===== config.mk =====
export PLATFORM = sky130hd
export DESIGN_NAME = dual_dac_loader
export DESIGN_NICKNAME = d
export VERILOG_FILES = /design/src/rtl/dal_pkg.sv /design/src/rtl/dal_phase_timer.sv /design/src/rtl/dal_pin_drive.sv /design/src/rtl/dual_dac_loader.sv
export SDC_FILE = /design/constraint.sdc
export NUM_CORES = 1
export LEC_CHECK = 0
export BUFFER_PORTS_ARGS = -buffer_cell sky130_fd_sc_hd__buf_4
export CORE_MARGIN = 4
export CORE_UTILIZATION = 35
export DETAILED_ROUTE_END_ITERATION = 8
export GPL_TIMING_DRIVEN = 1
export PLACE_DENSITY = 0.6
export SLEW_MARGIN = 30
export SYNTH_ARGS = -nofsm -noshare
export SYNTH_HDL_FRONTEND = slang
export SYNTH_SLANG_ARGS = --single-unit

===== constraint.sdc =====
create_clock -name clk -period 2.3 [get_ports clk]
set_clock_uncertainty 0.1 [all_clocks]
set_input_delay 0.23 -clock clk [delete_from_list [all_inputs] [get_ports clk]]
set_output_delay 0.23 -clock clk [all_outputs]
set_load 0.02 [all_outputs]

===== src/rtl/dal_pkg.sv =====
package dal_pkg;

    typedef enum logic [2:0] {
        ST_IDLE,
        ST_REJECT,
        ST_SETUP,
        ST_STROBE,
        ST_HOLD,
        ST_SETTLE,
        ST_DONE
    } dal_state_t;

    typedef enum logic [1:0] {
        TGT_NONE = 2'b00,
        TGT_A    = 2'b01,
        TGT_B    = 2'b10,
        TGT_BOTH = 2'b11
    } dal_tgt_t;

    // ceiling of ns/period, never below one cycle
    function automatic int ns_to_cyc(input int ns, input int period);
        int c;
        c = (ns + period - 1) / period;
        return (c < 1) ? 1 : c;
    endfunction

    function automatic int imax(input int a, input int b);
        return (a > b) ? a : b;
    endfunction

endpackage


===== src/rtl/dal_phase_timer.sv =====
module dal_phase_timer #(
    parameter int CW = 8
) (
    input  logic          clk,
    input  logic          rst,
    input  logic          load,
    input  logic [CW-1:0] load_val,
    output logic          expired
);
    logic [CW-1:0] cnt;

    always_ff @(posedge clk) begin
        if (rst)
            cnt <= '0;
        else if (load)
            cnt <= load_val;
        else if (cnt != '0)
            cnt <= cnt - 1'b1;
    end

    assign expired = (cnt == '0);

endmodule


===== src/rtl/dal_pin_drive.sv =====
module dal_pin_drive
    import dal_pkg::*;
#(
    parameter int DW = 12
) (
    input  dal_state_t      state,
    input  logic [1:0]      tgt_q,
    input  logic [DW-1:0]   code_q,
    output logic [DW-1:0]   dac_d,
    output logic            sel_a_n,
    output logic            sel_b_n,
    output logic            wr_n,
    output logic            ready,
    output logic            done,
    output logic            reject
);
    always_comb begin
        dac_d   = '0;
        sel_a_n = 1'b1;
        sel_b_n = 1'b1;
        wr_n    = 1'b1;
        ready   = 1'b0;
        done    = 1'b0;
        reject  = 1'b0;
        unique case (state)
            ST_IDLE:   ready  = 1'b1;
            ST_REJECT: reject = 1'b1;
            ST_SETUP, ST_STROBE, ST_HOLD: begin
                dac_d   = code_q;
                sel_a_n = ~tgt_q[0];
                sel_b_n = ~tgt_q[1];
                wr_n    = (state != ST_STROBE);
            end
            ST_SETTLE: ;
            ST_DONE:   done = 1'b1;
            default:   ;
        endcase
    end

endmodule


===== src/rtl/dual_dac_loader.sv =====
module dual_dac_loader
    import dal_pkg::*;
#(
    parameter int DW          = 12,
    parameter int CLK_NS      = 10,
    parameter int T_DSU_NS    = 80,
    parameter int T_DH_NS     = 25,
    parameter int T_SSU_NS    = 100,
    parameter int T_PW_NS     = 100,
    parameter int T_SETTLE_NS = 1500
) (
    input  logic          clk,
    input  logic          rst,
    input  logic          req_valid,
    output logic          req_ready,
    input  logic [DW-1:0] req_code,
    input  logic [1:0]    req_tgt,
    output logic [DW-1:0] dac_d,
    output logic          dac_sel_a_n,
    output logic          dac_sel_b_n,
    output logic          dac_wr_n,
    output logic          done,
    output logic          reject
);
    localparam int N_PULSE  = ns_to_cyc(T_PW_NS, CLK_NS);
    localparam int N_PRE    = imax(1, ns_to_cyc(imax(T_DSU_NS, T_SSU_NS), CLK_NS) - N_PULSE);
    localparam int N_HOLD   = ns_to_cyc(T_DH_NS, CLK_NS);
    localparam int N_SETTLE = ns_to_cyc(T_SETTLE_NS, CLK_NS);
    localparam int N_MAX    = imax(imax(N_PULSE, N_PRE), imax(N_HOLD, N_SETTLE));
    localparam int CW       = imax(1, $clog2(N_MAX + 1));

    dal_state_t    state, nxt;
    logic [1:0]    tgt_q;
    logic [DW-1:0] code_q;
    logic          tmr_load, tmr_expired;
    logic [CW-1:0] tmr_val;
    logic          accept;

    assign accept = (state == ST_IDLE) && req_valid;

    // state register
    always_ff @(posedge clk) begin
        if (rst) state <= ST_IDLE;
        else     state <= nxt;
    end

    // request capture
    always_ff @(posedge clk) begin
        if (rst) begin
            tgt_q  <= '0;
            code_q <= '0;
        end else if (accept) begin
            tgt_q  <= req_tgt;
            code_q <= req_code;
        end
    end

    // next state and phase length
    always_comb begin
        nxt      = state;
        tmr_load = 1'b0;
        tmr_val  = '0;
        unique case (state)
            ST_IDLE: if (req_valid) begin
                if (req_tgt == TGT_NONE) begin
                    nxt = ST_REJECT;
                end else begin
                    nxt      = ST_SETUP;
                    tmr_load = 1'b1;
                    tmr_val  = CW'(N_PRE - 1);
                end
            end
            ST_REJECT: nxt = ST_IDLE;
            ST_SETUP: if (tmr_expired) begin
                nxt      = ST_STROBE;
                tmr_load = 1'b1;
                tmr_val  = CW'(N_PULSE - 1);
            end
            ST_STROBE: if (tmr_expired) begin
                nxt      = ST_HOLD;
                tmr_load = 1'b1;
                tmr_val  = CW'(N_HOLD - 1);
            end
            ST_HOLD: if (tmr_expired) begin
                nxt      = ST_SETTLE;
                tmr_load = 1'b1;
                tmr_val  = CW'(N_SETTLE - 1);
            end
            ST_SETTLE: if (tmr_expired) nxt = ST_DONE;
            ST_DONE:   nxt = ST_IDLE;
            default:   nxt = ST_IDLE;
        endcase
    end

    dal_phase_timer #(.CW(CW)) u_timer (
        .clk      (clk),
        .rst      (rst),
        .load     (tmr_load),
        .load_val (tmr_val),
        .expired  (tmr_expired)
    );

    dal_pin_drive #(.DW(DW)) u_drive (
        .state   (state),
        .tgt_q   (tgt_q),
        .code_q  (code_q),
        .dac_d   (dac_d),
        .sel_a_n (dac_sel_a_n),
        .sel_b_n (dac_sel_b_n),
        .wr_n    (dac_wr_n),
        .ready   (req_ready),
        .done    (done),
        .reject  (reject)
    );

    // reset leaves the bus released and the block ready
    p_reset_idle_r1: assert property (@(posedge clk)
        rst |=> (dac_wr_n && dac_sel_a_n && dac_sel_b_n && req_ready && !done && !reject));

    // ready only while the bus is quiet
    p_ready_quiet_r2: assert property (@(posedge clk) disable iff (rst)
        req_ready |-> (dac_wr_n && dac_sel_a_n && dac_sel_b_n));

    // strobe only under a select
    p_strobe_selected_r3: assert property (@(posedge clk) disable iff (rst)
        !dac_wr_n |-> (!dac_sel_a_n || !dac_sel_b_n));

    // rejection keeps the bus idle
    p_reject_quiet_r4: assert property (@(posedge clk) disable iff (rst)
        reject |-> (dac_wr_n && dac_sel_a_n && dac_sel_b_n && !req_ready));

    // selects unchanged across the strobe's rising edge
    p_sel_held_r7: assert property (@(posedge clk) disable iff (rst)
        !dac_wr_n |=> ($stable(dac_sel_a_n) && $stable(dac_sel_b_n)));

    // data frozen while selected
    p_data_frozen_r8: assert property (@(posedge clk) disable iff (rst)
        ((!dac_sel_a_n || !dac_sel_b_n) && !$past(dac_sel_a_n && dac_sel_b_n)) |-> $stable(dac_d));

    // done lasts one cycle and is followed by ready
    p_done_single_r9: assert property (@(posedge clk) disable iff (rst)
        done |=> (!done && req_ready));

endmodule


# Yosys cells after proc, flatten, opt, wreduce, memory -nomap -nowiden
# Index checks and enable logic that the tools add are counted.
dict set report word_totals {
  ff_bits 25
  latchBits 0
  ramBits 0
  romBits 0
  inputBits 17
  out_inout_bits 18
  wordCells 51
  n_memories 0
}
dict set report op_classes {
  add_sub_neg 1
  n_mul 0
  div 0
  order_cmp 0
  eq_ne 12
  shift 0
  mux 24
  bitwise 2
  reduce_logical 8
}
# cell n
set op_table {}
lappend op_table {{$mux W8} 3}
lappend op_table {{$pmux W8 S3} 1}
lappend op_table {{$mux W3} 5}
lappend op_table {{$pmux W3 S5} 1}
lappend op_table {{$mux W12} 1}
lappend op_table {{$ne A2 B2 Y1 const B} 5}
lappend op_table {{$eq A3 B3 Y1 const B} 3}
lappend op_table {{$mux W1} 9}
lappend op_table {{$logic_not A8 Y1} 1}
lappend op_table {{$reduce_bool A8 Y1} 1}
lappend op_table {{$sub A8 B1 Y8 const B} 1}
lappend op_table {{$eq A3 B2 Y1 const B} 2}
lappend op_table {{$reduce_and A5 Y1} 1}
lappend op_table {{$mux W2} 2}
lappend op_table {{$mux W4} 1}
lappend op_table {{$eq A3 B1 Y1 const B} 1}
lappend op_table {{$logic_not A3 Y1} 1}
lappend op_table {{$ne A3 B2 Y1 const B} 1}
lappend op_table {{$reduce_or A3 Y1} 1}
lappend op_table {{$logic_not A2 Y1} 1}
lappend op_table {{$not A1 Y1} 2}
lappend op_table {{$pmux W1 S2} 1}
lappend op_table {{$reduce_bool A2 Y1} 1}
lappend op_table {{$logic_and A1 B1 Y1} 1}

# Longest topological paths before layout
dict set report logic_depth {
  word_depth 5
  ltp_mapped 7
  mapped_depth_nobuf 6
}

# Cells and area by module
# From an unflattened synthesis, not the netlist that was laid out.
dict set report unflattened {
  hier_cells 168
  area_unflattened_um2 1411.4
}
# mod instances cells_each area_each_um2 seq_area_each_um2
set modules_own_cells {}
lappend modules_own_cells {dual_dac_loader 1 91 724.4 340.3}
lappend modules_own_cells {dal_phase_timer 1 53 475.5 160.2}
lappend modules_own_cells {dal_pin_drive 1 24 211.5 0.0}

# Worst setup path after synthesis
# OpenSTA, ideal clock, no wires.
dict set report synth_timing {
  kind {reg2out}
  start {reg state[2]}
  end {out dac_d[10]}
  arrival_time_ns 1.482
  t_required_ns 1.970
  slack_ns 0.488
  stages_incl_launch_ff 7
  n_path_buf 2
  cell_sequence {dfxtp_1 -> buf_6 -> inv_1 -> ha_1 -> or2_2 -> clkbuf_1 -> and2_1}
}
dict set report synth_between {
  elab_chain_cells 3
  elab_cells_between_ends 5
  cone_classes {eq/ne (3); mux (1); reduce/logical (1)}
}
# item line_no
set synth_rtl {}
lappend synth_rtl {{from (decl)} dual_dac_loader.sv:32} ;# dal_state_t state, nxt;
lappend synth_rtl {{from (signal assigned)} dual_dac_loader.sv:44} ;# else state <= nxt;
lappend synth_rtl {{$eq A3 B2 Y1 or $eq A3 B3 Y1 (tied branches)} dal_pin_drive.sv:25} ;# unique case (state)
lappend synth_rtl {{$reduce_or A3 Y1 (no source line) (*)} -}
lappend synth_rtl {{$mux W12 (*)} dal_pin_drive.sv:25}
lappend synth_rtl {{to (decl)} dual_dac_loader.sv:18} ;# output logic [DW-1:0] dac_d,
# Every way passes the cells marked *; elsewhere a longest branch is shown, timed or not.

# Final worst setup path
dict set report layout_timing {
  start {reg state[1]}
  end {out dac_d[7]}
}
# Same word-level chain as after synthesis.

==> impl_metrics.env <==
export IMPL_outcome="completed"
export IMPL_antennaDiodeCount=0
export IMPL_cts_made_buffers=3
export IMPL_setup_viol=0
export IMPL_clk_latency_ps=260
export IMPL_antenna_found_initial=0
export IMPL_powerDensity_mw_per_mm2=1240
export IMPL_syn_inst=188
export IMPL_synth_edff_count=0
export IMPL_placed_cell_area_mm2=0.00182
export IMPL_syn_avg_cell_area_um2=8.29
export IMPL_cts_root_buf="clkbuf_8"
export IMPL_power_share_clock_pct=11.1
export IMPL_reg2reg_depth=6
export IMPL_criticalPathCategory="flop to output port"
export IMPL_p_comb_share_pct=58.0
export IMPL_clock_fmax_mhz=481
export IMPL_die_height_um=74.7
export IMPL_hold_path_endpoint="code_q[6]$_SDFFE_PP0P_"
export IMPL_ys_flop_type="dfxtp_1"
export IMPL_dp_hpwl_um=2710
export IMPL_synth_compound_area_share_pct=21.3
export IMPL_cts_resized=0
export IMPL_crit_required_ps=1970
export IMPL_wire_per_inst_um=14.0
export IMPL_vdd_ir_drop_max_mv=0.726
export IMPL_finalMaxSlewViolations=0
export IMPL_fin_crit_ps=2080
export IMPL_io_pins=35
export IMPL_vias=1406
export IMPL_netlist_top_cells_area="dfxtp_1 (32%), nand2_1 (8.4%), a21oi_1 (7.7%), and2_1 (5.6%), ha_1 (3.2%)"
export IMPL_finalInstanceArea_mm2=0.00187
export IMPL_worstPathMaxFanout=17
export IMPL_hp_class="input port to flop"
export IMPL_synth_simple_area_share_pct=33.6
export IMPL_maxCapViolCount=0
export IMPL_synth_top_cell_by_area="dfxtp_1"
export IMPL_cts_setup_buffers=0
export IMPL_die_w_um=74.7
export IMPL_top_layer="met4"
export IMPL_grt_pass1_wl_um=6150
export IMPL_synth_xor_xnor_area_share_pct=2.25
export IMPL_dr_wl_met3_um=147
export IMPL_clk_path_buf_depth=2
export IMPL_ys_seq_elements=25
export IMPL_rrSetupSlack_ps=350
export IMPL_switching_power_mw=1.06
export IMPL_vias_per_cell=5.23
export IMPL_die_area_mm2=0.00558
export IMPL_power_mw=2.31
export IMPL_hold_ws_ps=104
export IMPL_dr_pass1_iters=4
export IMPL_start_kind="flop"
export IMPL_cts_max_level=1
export IMPL_globalRouteTotalUtil_pct=13.9
export IMPL_p_leak_nw=0.745
export IMPL_fin_cells=269
export IMPL_timing_setup_tns_ps=0
export IMPL_hold_buffers=0
export IMPL_rsz0062_at_grt="false"
export IMPL_port_buffers=34
export IMPL_nets=241
export IMPL_place_inst=265
export IMPL_yosysWarnings=0
export IMPL_area_growth_pct=19.9
export IMPL_synth_top_area_share_pct=32.1
export IMPL_syn_area_mm2=0.00156
export IMPL_grt_ovfl_total=0
export IMPL_worst_hold_startpoint="req_code[6]"
export IMPL_cts_tree="done"
export IMPL_met1Wirelength_um=1810
export IMPL_seq_power_share_pct=31.0
export IMPL_synth_distinct_cells=51
export IMPL_drtIter0Drc=63
export IMPL_path_clk_slew_ps=90
export IMPL_endpoint_kind="output port"
export IMPL_switching_share_pct=45.8
export IMPL_core_area_mm2=0.00414
export IMPL_wirelength_um=3770
export IMPL_ys_seq_area_share_pct=32.1
export IMPL_reg2reg_to="u_timer.cnt[3]$_SDFFE_PP0P_"
export IMPL_gp_congestion=0.770
export IMPL_fin_crit_sh_pct=90.3
export IMPL_worst_pin_slew_ps=536
export IMPL_num_rows=23
export IMPL_synth_adder_area_share_pct=3.21
export IMPL_crit_arrival_ps=1750
export IMPL_route_met2_wl_um=1780
export IMPL_cts_num_sinks=25
export IMPL_maxSlewHeadroom_pct=64.3
export IMPL_drive_gt1_share_pct=28.8
export IMPL_min_path_cells=3
export IMPL_p_int_mw=1.25
export IMPL_initial_core_util_pct=37.6
export IMPL_drc=0
export IMPL_async_flop_share_pct=0
export IMPL_synth_fp_nets=209
export IMPL_r2r_start="u_timer.cnt[0]$_SDFFE_PP0P_"
export IMPL_grt_pass1_vias=1375
export IMPL_synth_top_family_by_area="simple AND/OR/NAND/NOR gates"
export IMPL_finalHoldViolCount=0
export IMPL_antenna_left=0
export IMPL_grt_start_max_net_pins=28
export IMPL_synth_mux_area_fraction_pct=1.37
==> synth_stat cells, types with 3 or more instances <==
cell and n:
inv_1 6, and2_1 14, ha_1 4, a21oi_1 24, o21ai_0 4, nor3_1 5, nand3_1 5, nand2_1 35
nor2_1 6, nor2b_1 3, dfxtp_1 25, clkbuf_1 4
==> power groups by stage <==
| stage | clock (mW) | combinational, mW | sequential (mW) |
|---|---|---|---|
| floorplan | 0 | 1.10 | 0.663 |
| global placement | 0 | 1.34 | 0.716 |
| global route | 0.291 | 1.48 | 0.739 |
| finish | 0.256 | 1.34 | 0.715 |
| detailed placement | 0 | 1.34 | 0.722 |
| CTS | 0.274 | 1.35 | 0.711 |
==> layout make-up <==
type	instances	area (µm²)
Fill cell	434	2280
Inverter	7	26.3
Timing Repair Buffer	36	270
Clock buffer	3	41.3
Tap cell	50	62.6
Multi-Input combinational cell	147	961
Clock inverter	1	5.00
Sequential cell	25	502
==> metal layers <==
metal	track usage, %	up-vias
met4	3.36	0
met5	0	-
met3	3.07	4
li1	-	723
met1	18.8	655
met2	22.4	24
==> layout by cell type (no fill, tap or decap), types with 2 or more instances in the layout <==
cell type  netlist  layout
buf_4            0      36
nand2_1         35      35
a21oi_1         24      24
dfxtp_1         25      24
and2_1          14      14
inv_1            6       6
nor2_1           6       6
nor3_1           5       5
nand3_1          5       5
o21ai_0          4       4
ha_1             4       4
nor2b_1          3       3
clkbuf_8         2       3
or2_2            2       2
or4_4            2       2
a211oi_1         2       2
nand2b_1         2       2
nor4_1           2       2
a221oi_2         2       2
a31oi_1          2       2
or3_1            2       2
a211oi_2         2       2
xnor2_1          2       2
nand3b_1         2       2
xor2_1           2       2
==> logic make-up (layout without fill, tap and decap cells) <==
family,count (synthesis),in the layout
AO/OA/AOI/OAI,46,46
XOR/XNOR,4,4
adder cells (fa/ha/maj),4,4
buffers and inverters,16,47
flip-flops,25,25
multiplexers,2,2
AND/OR/NAND/NOR,91,91
==> through the flow <==
stage          utilization [%]  setup slack, ps
2_1_floorplan                -              488
3_3_place_gp              43.9              370
3_5_place_dp              43.9              344
4_1_cts                   45.0             59.9
5_1_grt                   45.1              116
6_report                  45.1              223
==> critical path, stage by stage (launching register included) <==
cell and delay [ps]:
dfxtp_2 420, ha_1 280, or2_2 420, and2_1 200
buf_4 150
==> worst max-delay path by stage <==
stage                                     start               endpoint  slack, ps
after global routing      state[1]$_SDFFE_PP0P_               dac_d[7]        120
after global placement    state[1]$_SDFFE_PP0P_  state[1]$_SDFFE_PP0P_        370
after detailed placement  state[1]$_SDFFE_PP0P_  state[1]$_SDFFE_PP0P_        340
final                     state[1]$_SDFFE_PP0P_               dac_d[7]        220
after CTS                 state[1]$_SDFFE_PP0P_               dac_d[7]         60
after floorplan           state[2]$_SDFFE_PP0P_              dac_d[10]        490
==> flip-flops by register name (all words and copies together), names as in the netlist <==
register,count
u_timer.cnt,8
code_q,12
state,3
tgt_q,2
Power figures use the tool's default switching activity.
